## src/rtl/ss_sel_pkg.sv

```systemverilog
package ss_sel_pkg;

    typedef enum logic {
        ST_IDLE = 1'b0,
        ST_RUN  = 1'b1
    } seq_state_e;

    // a write may target any set; a read needs exactly one target
    function automatic logic dir_permits(input logic is_write, input logic single_target);
        return is_write | single_target;
    endfunction

endpackage

```

## src/rtl/ss_req_check.sv

```systemverilog
module ss_req_check
    import ss_sel_pkg::*;
#(
    parameter int NUM_SS = 4
) (
    input  logic              clk,
    input  logic              rst,
    input  logic              req_valid,
    input  logic              req_write,
    input  logic [NUM_SS-1:0] req_mask,
    input  logic              flag_clr,
    output logic              req_legal,
    output logic              rd_err
);
    localparam int CW = $clog2(NUM_SS + 1);

    logic [CW-1:0] bit_cnt;
    logic          single;
    logic          refused;

    always_comb begin
        bit_cnt = '0;
        for (int i = 0; i < NUM_SS; i++) begin
            bit_cnt = bit_cnt + CW'(req_mask[i]);
        end
    end

    assign single    = (bit_cnt == CW'(1));
    assign req_legal = req_valid & dir_permits(req_write, single);
    assign refused   = req_valid & ~req_legal;

    always_ff @(posedge clk) begin
        if (rst) begin
            rd_err <= 1'b0;
        end else if (refused) begin
            rd_err <= 1'b1;
        end else if (flag_clr) begin
            rd_err <= 1'b0;
        end
    end
endmodule

```

## src/rtl/ss_hold.sv

```systemverilog
module ss_hold #(
    parameter int NUM_SS = 4,
    parameter int DATA_W = 8
) (
    input  logic              clk,
    input  logic              rst,
    input  logic              load,
    input  logic              take,
    input  logic              in_write,
    input  logic [NUM_SS-1:0] in_mask,
    input  logic [DATA_W-1:0] in_data,
    output logic              hold_vld,
    output logic              hold_write,
    output logic [NUM_SS-1:0] hold_mask,
    output logic [DATA_W-1:0] hold_data
);
    typedef struct packed {
        logic              wr;
        logic [NUM_SS-1:0] mask;
        logic [DATA_W-1:0] data;
    } slot_t;

    slot_t slot_q;

    always_ff @(posedge clk) begin
        if (rst) begin
            hold_vld <= 1'b0;
            slot_q   <= '0;
        end else begin
            if (load) begin
                hold_vld <= 1'b1;
                slot_q   <= '{wr: in_write, mask: in_mask, data: in_data};
            end else if (take) begin
                hold_vld <= 1'b0;
            end
        end
    end

    assign hold_write = slot_q.wr;
    assign hold_mask  = slot_q.mask;
    assign hold_data  = slot_q.data;
endmodule

```

## src/rtl/ss_seq.sv

```systemverilog
module ss_seq
    import ss_sel_pkg::*;
#(
    parameter int NUM_SS = 4,
    parameter int DATA_W = 8
) (
    input  logic              clk,
    input  logic              rst,
    input  logic              new_legal,
    input  logic              new_write,
    input  logic [NUM_SS-1:0] new_mask,
    input  logic [DATA_W-1:0] new_data,
    input  logic              hold_vld,
    input  logic              hold_write,
    input  logic [NUM_SS-1:0] hold_mask,
    input  logic [DATA_W-1:0] hold_data,
    input  logic              shf_done,
    output logic              take_hold,
    output logic              take_new,
    output logic [NUM_SS-1:0] ss_n,
    output logic              shf_start,
    output logic [DATA_W-1:0] shf_tx,
    output logic              busy,
    output logic              xfer_done,
    output logic              cur_write
);
    seq_state_e        state_q;
    logic              idle;
    logic              launch;
    logic              l_write;
    logic [NUM_SS-1:0] l_mask;
    logic [DATA_W-1:0] l_data;
    logic [NUM_SS-1:0] sel_q;

    assign idle      = (state_q == ST_IDLE);
    assign take_hold = idle & hold_vld;
    assign take_new  = idle & ~hold_vld & new_legal;
    assign launch    = take_hold | take_new;
    assign l_write   = take_hold ? hold_write : new_write;
    assign l_mask    = take_hold ? hold_mask  : new_mask;
    assign l_data    = take_hold ? hold_data  : new_data;
    assign xfer_done = (state_q == ST_RUN) & shf_done;
    assign busy      = (state_q == ST_RUN);

    always_ff @(posedge clk) begin
        if (rst) begin
            state_q   <= ST_IDLE;
            shf_start <= 1'b0;
            shf_tx    <= '0;
            cur_write <= 1'b0;
        end else begin
            shf_start <= launch;
            if (launch) begin
                state_q   <= ST_RUN;
                shf_tx    <= l_data;
                cur_write <= l_write;
            end else if (xfer_done) begin
                state_q <= ST_IDLE;
            end
        end
    end

    for (genvar g = 0; g < NUM_SS; g++) begin : g_line
        always_ff @(posedge clk) begin
            if (rst) begin
                sel_q[g] <= 1'b0;
            end else if (launch) begin
                sel_q[g] <= l_mask[g];
            end else if (xfer_done) begin
                sel_q[g] <= 1'b0;
            end
        end
        assign ss_n[g] = ~sel_q[g];
    end
endmodule

```

## src/rtl/ss_echo.sv

```systemverilog
module ss_echo #(
    parameter int DATA_W = 8
) (
    input  logic              clk,
    input  logic              rst,
    input  logic              echo_en,
    input  logic              flag_clr,
    input  logic              xfer_done,
    input  logic [DATA_W-1:0] rx_byte,
    input  logic [DATA_W-1:0] tx_byte,
    output logic              echo_err
);
    logic [DATA_W-1:0] prev_q;
    logic              have_prev_q;
    logic              miss;

    assign miss = xfer_done & echo_en & have_prev_q & (rx_byte != prev_q);

    always_ff @(posedge clk) begin
        if (rst) begin
            prev_q      <= '0;
            have_prev_q <= 1'b0;
            echo_err    <= 1'b0;
        end else begin
            if (xfer_done) begin
                prev_q      <= tx_byte;
                have_prev_q <= echo_en;
            end else if (!echo_en) begin
                have_prev_q <= 1'b0;
            end
            if (miss) begin
                echo_err <= 1'b1;
            end else if (flag_clr) begin
                echo_err <= 1'b0;
            end
        end
    end
endmodule

```

## src/rtl/ss_select_ctrl.sv

```systemverilog
module ss_select_ctrl #(
    parameter int NUM_SS = 4,
    parameter int DATA_W = 8
) (
    input  logic              clk,
    input  logic              rst,
    input  logic              req_valid,
    input  logic              req_write,
    input  logic [NUM_SS-1:0] req_mask,
    input  logic [DATA_W-1:0] req_data,
    input  logic              echo_en,
    input  logic              flag_clr,
    output logic              shf_start,
    output logic [DATA_W-1:0] shf_tx,
    input  logic              shf_done,
    input  logic [DATA_W-1:0] shf_rx,
    output logic [NUM_SS-1:0] ss_n,
    output logic              busy,
    output logic              rd_err,
    output logic              echo_err
);
    logic              req_legal;
    logic              hold_vld;
    logic              hold_write;
    logic [NUM_SS-1:0] hold_mask;
    logic [DATA_W-1:0] hold_data;
    logic              take_hold;
    logic              take_new;
    logic              hold_load;
    logic              xfer_done;
    logic              cur_write;

    ss_req_check #(.NUM_SS(NUM_SS)) chk_u (
        .clk       (clk),
        .rst       (rst),
        .req_valid (req_valid),
        .req_write (req_write),
        .req_mask  (req_mask),
        .flag_clr  (flag_clr),
        .req_legal (req_legal),
        .rd_err    (rd_err)
    );

    assign hold_load = req_legal & ~take_new;

    ss_hold #(.NUM_SS(NUM_SS), .DATA_W(DATA_W)) hold_u (
        .clk        (clk),
        .rst        (rst),
        .load       (hold_load),
        .take       (take_hold),
        .in_write   (req_write),
        .in_mask    (req_mask),
        .in_data    (req_data),
        .hold_vld   (hold_vld),
        .hold_write (hold_write),
        .hold_mask  (hold_mask),
        .hold_data  (hold_data)
    );

    ss_seq #(.NUM_SS(NUM_SS), .DATA_W(DATA_W)) seq_u (
        .clk        (clk),
        .rst        (rst),
        .new_legal  (req_legal),
        .new_write  (req_write),
        .new_mask   (req_mask),
        .new_data   (req_data),
        .hold_vld   (hold_vld),
        .hold_write (hold_write),
        .hold_mask  (hold_mask),
        .hold_data  (hold_data),
        .shf_done   (shf_done),
        .take_hold  (take_hold),
        .take_new   (take_new),
        .ss_n       (ss_n),
        .shf_start  (shf_start),
        .shf_tx     (shf_tx),
        .busy       (busy),
        .xfer_done  (xfer_done),
        .cur_write  (cur_write)
    );

    ss_echo #(.DATA_W(DATA_W)) echo_u (
        .clk       (clk),
        .rst       (rst),
        .echo_en   (echo_en),
        .flag_clr  (flag_clr),
        .xfer_done (xfer_done),
        .rx_byte   (shf_rx),
        .tx_byte   (shf_tx),
        .echo_err  (echo_err)
    );
endmodule

```

## config.mk

```make
export PLATFORM = sky130hd
export DESIGN_NAME = ss_select_ctrl
export DESIGN_NICKNAME = d
export VERILOG_FILES = /design/src/rtl/ss_sel_pkg.sv /design/src/rtl/ss_req_check.sv /design/src/rtl/ss_hold.sv /design/src/rtl/ss_seq.sv /design/src/rtl/ss_echo.sv /design/src/rtl/ss_select_ctrl.sv
export SDC_FILE = /design/constraint.sdc
export NUM_CORES = 1
export LEC_CHECK = 0
export ABC_CLOCK_PERIOD_IN_PS = 4100
export BUFFER_PORTS_ARGS = -buffer_cell sky130_fd_sc_hd__buf_4
export CAP_MARGIN = 20
export CORE_ASPECT_RATIO = 0.5
export CORE_MARGIN = 10
export CORE_UTILIZATION = 55
export CTS_BUF_LIST = sky130_fd_sc_hd__clkbuf_2 sky130_fd_sc_hd__clkbuf_4 sky130_fd_sc_hd__clkbuf_8
export CTS_CLUSTER_SIZE = 16
export DETAILED_ROUTE_END_ITERATION = 8
export PLACE_DENSITY = 0.79
export SETUP_SLACK_MARGIN = 0.3
export SYNTH_ARGS = -nofsm -noshare
export SYNTH_HDL_FRONTEND = slang
export SYNTH_SLANG_ARGS = --single-unit
```

## constraint.sdc

```tcl
create_clock -name clk -period 4.1 [get_ports clk]
set_input_delay 0.205 -clock clk [delete_from_list [all_inputs] [get_ports clk]]
set_output_delay 0.205 -clock clk [all_outputs]
set_load 0.05 [all_outputs]
```

==> results of run 1 <==
==> worst min path at each step <==
stage / start / end / slack (ns) / cells past startpoint
6_report: req_data[5] / hold_u.hold_data[5]$_SDFFE_PP0P_ / 0.15 / 3
5_1_grt: req_data[5] / hold_u.hold_data[5]$_SDFFE_PP0P_ / 0.16 / 3
4_1_cts: req_data[5] / hold_u.hold_data[5]$_SDFFE_PP0P_ / 0.15 / 3
3_5_place_dp: req_data[5] / hold_u.hold_data[5]$_SDFFE_PP0P_ / 0.46 / 3
3_3_place_gp: echo_u.echo_err$_SDFFE_PP0P_ / echo_u.echo_err$_SDFFE_PP0P_ / 0.43 / 2
2_1_floorplan: req_valid / chk_u.rd_err$_SDFFE_PP0P_ / 0.34 / 2
==> registers in the layout, indices dropped and copies added, names as in the netlist <==
register,count
seq_u.busy,1
hold_u.hold_data,8
echo_u.have_prev_q,1
echo_u.echo_err,1
seq_u.shf_tx,8
hold_u.hold_vld,1
echo_u.prev_q,8
chk_u.rd_err,1
seq_u.sel_q,4
hold_u.hold_mask,4
seq_u.shf_start,1
==> routing by layer <==
layer,vias to the layer above,wire (µm)
li1,687,-
met1,604,1740
met2,26,1740
met3,7,227
met4,0,52
met5,-,0
==> power by group <==
part           switching (µW)  internal, µW  total, µW
registers                22.4           396        418
logic                     145          92.6        238
clock network             138           244        382
==> synth_stat cells, drive strengths merged, types with 2 or more instances <==
cell / number
xnor2: 8
a22oi: 4
nor2: 28
mux2: 4
o21a: 2
or3: 2
nand4: 2
a211oi: 8
a21oi: 13
nor2b: 3
mux2i: 20
dfxtp: 38
ha: 2
inv: 5
nand2: 20
clkbuf: 3
buf: 6
==> metrics by stage <==
step	worst slack (ns)	util, %	cell area [µm²]	power [µW]	hold slack (ns)
after floorplan	2.01	-	1730	596	0.344
after CTS	1.52	72.2	2170	1050	0.148
final	1.52	72.2	2170	1040	0.151
after detailed placement	1.24	67.6	2040	665	0.455
after global placement	1.34	67.6	2040	659	0.432
after global routing	1.32	72.2	2170	1080	0.157
==> layout make-up <==
cell class / count / area [µm²] / share of cell area (%)
Multi-Input combinational cell: 125 / 892 / 41.0
Inverter: 5 / 18.8 / 0.863
Clock buffer: 5 / 68.8 / 3.16
Timing Repair Buffer: 42 / 315 / 14.5
Tap cell: 40 / 50.0 / 2.30
Sequential cell: 38 / 761 / 35.0
Clock inverter: 3 / 68.8 / 3.16
==> cells by family after synthesis <==
group	count (synthesis)	synth area share, %
xor+xnor	8	4.05
fa+ha+maj	3	2.60
flops	38	44.0
mux	24	14.2
buf+inv	14	4.48
compound gates	31	14.7
simple gates	59	16.1
==> worst min-delay path, stage by stage <==
cell     delay [ns]
buf_4          0.08
mux2i_1        0.05
nor2_1         0.07
==> flow_summary.toml, run 1 <==
[sta]
hold_viol = 0
max_freq_mhz = 388
rsz0062_at_grt = "false"
drv_slew = 0
maxSlewHeadroom_pct = 32.8
min_period_ns = 2.58
tightest_slew_ns = 1.01
finClkSkew_ns = 0.00510
setup_viol = 0
fin_tns_setup_ns = 0
period_share_pct = 62.8

[worst_setup_path]
critical_path.max_stage_delay_ns = 0.82
critPathRequiredTime_ns = 4.32
reg2reg_from = "hold_u.hold_vld$_SDFFE_PP0P_"
critical_path.cell_chain = "buf_4, ha_1, fa_1, ha_1, nand4bb_2, a21oi_2, nor2_1, a211oi_2"
regToRegSetupSlack_ns = 2.14
cp.depth = 8
cpMostUsedCell = "ha_1"
cp-start-kind = "input port"
endpoint = "seq_u.shf_tx[5]$_SDFFE_PP0P_"
critical-path-top-delay-family = "compound AO/OA/AOI/OAI gates"
critPathArrivalTime_ns = 2.79
startpoint = "req_mask[0]"
worstSetupEndpointType = "flip-flop"
rr_worst_depth = 4
critPathBufInv = 1
cp_max_fo = 21
worst_r2r_endpoint = "seq_u.shf_tx[5]$_SDFFE_PP0P_"
critPathKind = "in2reg"
crit_slowest_cell = "a21oi_2"

[die]
dieHeight_um = 59.7
coreArea_um2 = 3010
io-pin-count = 43
die_area_um2 = 5930
start_util_pct = 57.4
rows = 14
dieWidth_um = 99.3

[clocking]
cts_sinks = 38
cts_hold_buf = 0
root_buffer = "clkbuf_8"
cts_tree = "done"
clk_pin_slew_ns = 0.08
numCtsBuffers = 5
worstSkewPairLatency_ns = 0.29
post_cts_buffers = 0
post_cts_resized = 0
cts_buffer_depth = 2
h-tree-depth = 2

[detailed_routing]
vias_per_cell = 5.13
ant_nets = 0
num_vias = 1324
drc = 0
wl_per_cell_um = 14.6
drt_pass1_iterations = 4
drtIter0Drc = 40
wirelength_mm = 3.76

[placement]
dpl.hpwl_mm = 2.75
dp.cells = 250
place_congestion = 0.754
port_buffers = 42

[synth]
synth-seq-cells = 38
netlist_area_um2 = 1730
synth_cell_type_count = 32
syn_nets = 207
synth_area_leaders = "dfxtp_1, mux2i_1, nor2_1"
yosysSeqAreaShare_pct = 44.0
netlist_instances = 177
yosysWarnings = 0
synthFlopType = "dfxtp_1"
synth_top_cell_area_share_pct = 44.0
syn_area_per_cell_um2 = 9.78
yosysTopAreaCell = "dfxtp_1"
async_reset_ff_share_pct = 0
synth_edf_count = 0

[outcome]
outcome = "finished, final reports clean"

[worst_hold_path]
hold_class = "in2reg"

[grt]
grt_pass1_wl_mm = 6.27
grt-ovfl-total = 0
busiest_layer = "met2"
gr-usage-met1_pct = 15.4
grt_use_met3_pct = 5.41
grt_pass1_vias = 1336
grt_usage_pct = 13.1
antenna_found_initial = 0
use_met2_pct = 20.8
grt_max_degree = 39

[pwr]
leakagePower_uw = 0.000975
power.density_nw_per_um2 = 477
ir_worst_vdd_mv = 0.293

[final_layout]
syn2layout_area_growth_pct = 25.7
final_common_cell = "buf_4"
num_antenna_cells = 0
most-common-layout-cells = "buf_4, dfxtp_1, nor2_1"
nets = 247
fin_cells = 258
drive_gt1_share_pct = 31.7
fillers = 238

[run]
drv_cap = 0
No activity file was read; power rests on OpenSTA's default activity.
==> inputs of run 2 (changes only) <==
--- a/config.mk
+++ b/config.mk
@@ -5,16 +5,16 @@
 export SDC_FILE = /design/constraint.sdc
 export NUM_CORES = 1
 export LEC_CHECK = 0
-export ABC_CLOCK_PERIOD_IN_PS = 4100
+export ABC_CLOCK_PERIOD_IN_PS = 2400
 export BUFFER_PORTS_ARGS = -buffer_cell sky130_fd_sc_hd__buf_4
 export CAP_MARGIN = 20
 export CORE_ASPECT_RATIO = 0.5
 export CORE_MARGIN = 10
-export CORE_UTILIZATION = 55
+export CORE_UTILIZATION = 54
 export CTS_BUF_LIST = sky130_fd_sc_hd__clkbuf_2 sky130_fd_sc_hd__clkbuf_4 sky130_fd_sc_hd__clkbuf_8
 export CTS_CLUSTER_SIZE = 16
 export DETAILED_ROUTE_END_ITERATION = 8
-export PLACE_DENSITY = 0.79
+export PLACE_DENSITY = 0.78
 export SETUP_SLACK_MARGIN = 0.3
 export SYNTH_ARGS = -nofsm -noshare
 export SYNTH_HDL_FRONTEND = slang
==> constraint.sdc (replaced) <==
create_clock -name clk -period 2.4 [get_ports clk]
set_input_delay 0.12 -clock clk [delete_from_list [all_inputs] [get_ports clk]]
set_output_delay 0.12 -clock clk [all_outputs]
set_load 0.05 [all_outputs]
==> run 2 against run 1 <==
  * Die area grew 1.4%
  * Wire length grew 6.7%
  * Sequential power increased by 71%
  * Highest routed layer unchanged
==> flow_summary.toml, run 2 (synthesis results as in run 1) <==
[final_layout]
final_area_um2 = 2200
num_antenna_cells = 0
final_common_cell = "buf_4"
fillers = 254
nets = 250
syn2layout_area_growth_pct = 27.0
register_area_um2 = 761
multi_input_area_um2 = 892
utilization_pct = 72.5
most-common-layout-cells = "buf_4, dfxtp_1, nor2_1"
drive_gt1_share_pct = 32.3

[die]
coreArea_um2 = 3030
dieWidth_um = 100
start_util_pct = 57.1
dieHeight_um = 60.0
die_area_um2 = 6010
rows = 14
io-pin-count = 43

[sta]
tightest_slew_ns = 0.433
min_period_ns = 1.98
max_freq_mhz = 504
hold_viol = 0
setup_slack_ns = 0.415
fin_tns_setup_ns = 0
finClkSkew_ns = 0.00167
maxSlewHeadroom_pct = 71.1
drv_slew = 0
rsz0062_at_grt = "false"
setup_viol = 0
period_share_pct = 82.7

[grt]
grt_pass1_vias = 1391
grt_max_degree = 39
grt_pass1_wl_mm = 6.84
antenna_found_initial = 0
grt_usage_pct = 14.1
grt-ovfl-total = 0

[placement]
place_congestion = 0.799
dpl_cell_area_um2 = 2080
pre_cts_slack_ns = 0.118
port_buffers = 42
dpl.hpwl_mm = 2.96

[clocking]
cts_sinks = 38
h-tree-depth = 2
cts_tree = "done"
numCtsBuffers = 5
post_cts_buffers = 0
clk_pin_slew_ns = 0.07
cts_buffer_depth = 2
post_cts_resized = 0
worstSkewPairLatency_ns = 0.29
root_buffer = "clkbuf_8"
cts_hold_buf = 0

[worst_hold_path]
hold_class = "in2reg"
min_from = "req_data[4]"

[run]
drv_cap = 0

[detailed_routing]
drt_pass1_iterations = 4
wl_per_cell_um = 15.4
drc = 0
ant_nets = 0
vias_per_cell = 5.34
wirelength_mm = 4.01
num_vias = 1388
drtIter0Drc = 75

[worst_setup_path]
critPathKind = "in2reg"
reg2reg_from = "hold_u.hold_vld$_SDFFE_PP0P_"
cp_max_fo = 20
cp-start-kind = "input port"
critPathRequiredTime_ns = 2.61
critPathArrivalTime_ns = 2.19
worstSetupEndpointType = "flip-flop"
startpoint = "req_mask[0]"

[pwr]
power.density_nw_per_um2 = 771
ir_worst_vdd_mv = 0.430
leakagePower_uw = 0.000988

[outcome]
outcome = "finished, final reports clean"
==> run 2: changes by cell type in the layout (fill, tap and decap cells not counted), sizes merged <==
cell | before | now
bufinv | 2 | 1
clkbuf | 5 | 6
clkinv | 1 | 0
buf | 42 | 45
==> run 2: layout make-up <==
class / count / area share (%)
Multi-Input combinational cell: 125 / 40.6
Timing Repair Buffer: 45 / 16.5
Clock inverter: 1 / 1.37
Sequential cell: 38 / 34.6
Tap cell: 40 / 2.28
Inverter: 5 / 0.854
Clock buffer: 6 / 3.76
==> run 2: through the flow <==
stage	instances	hold slack, ns	power, µW
floorplan	177	0.259	1020
global placement	253	0.360	1150
detailed placement	253	0.377	1160
CTS	260	0.0791	1710
global route	260	0.0956	1770
finish	260	0.0797	1690
==> run 2: path summary, 6_finish.rpt <==
| check | endpoint | slack (ns) | depth (start not counted) |
|---|---|---|---|
| worst max-delay path | seq_u.shf_tx[6]$_SDFFE_PP0P_ | 0.42 | 9 |
| worst min-delay path | hold_u.hold_data[4]$_SDFFE_PP0P_ | 0.08 | 3 |
| worst max register to register | seq_u.shf_tx[6]$_SDFFE_PP0P_ | 0.91 | 5 |
| worst min register to register | echo_u.echo_err$_SDFFE_PP0P_ | 0.45 | 2 |
==> run 2: critical path: stages <==
cell	delay [ns]
buf_4	0.12
ha_1	0.30
fa_1	0.37
ha_1	0.33
nand4bb_2	0.28
a21oi_2	0.24
buf_12	0.19
nor2_1	0.06
a211oi_2	0.19
==> run 2: power breakdown <==
group          internal (µW)  switching (µW)
Clock                    332             215
Combinational            175             255
Sequential               677            39.2
Total                   1180             510
==> run 2: layer usage <==
metal | global-route usage, % | part of all wire [%]
met1 | 16.5 | 44
met2 | 24.1 | 48
met3 | 4.95 | 6.3
met4 | 4.40 | 1.2
met5 | 0 | 0
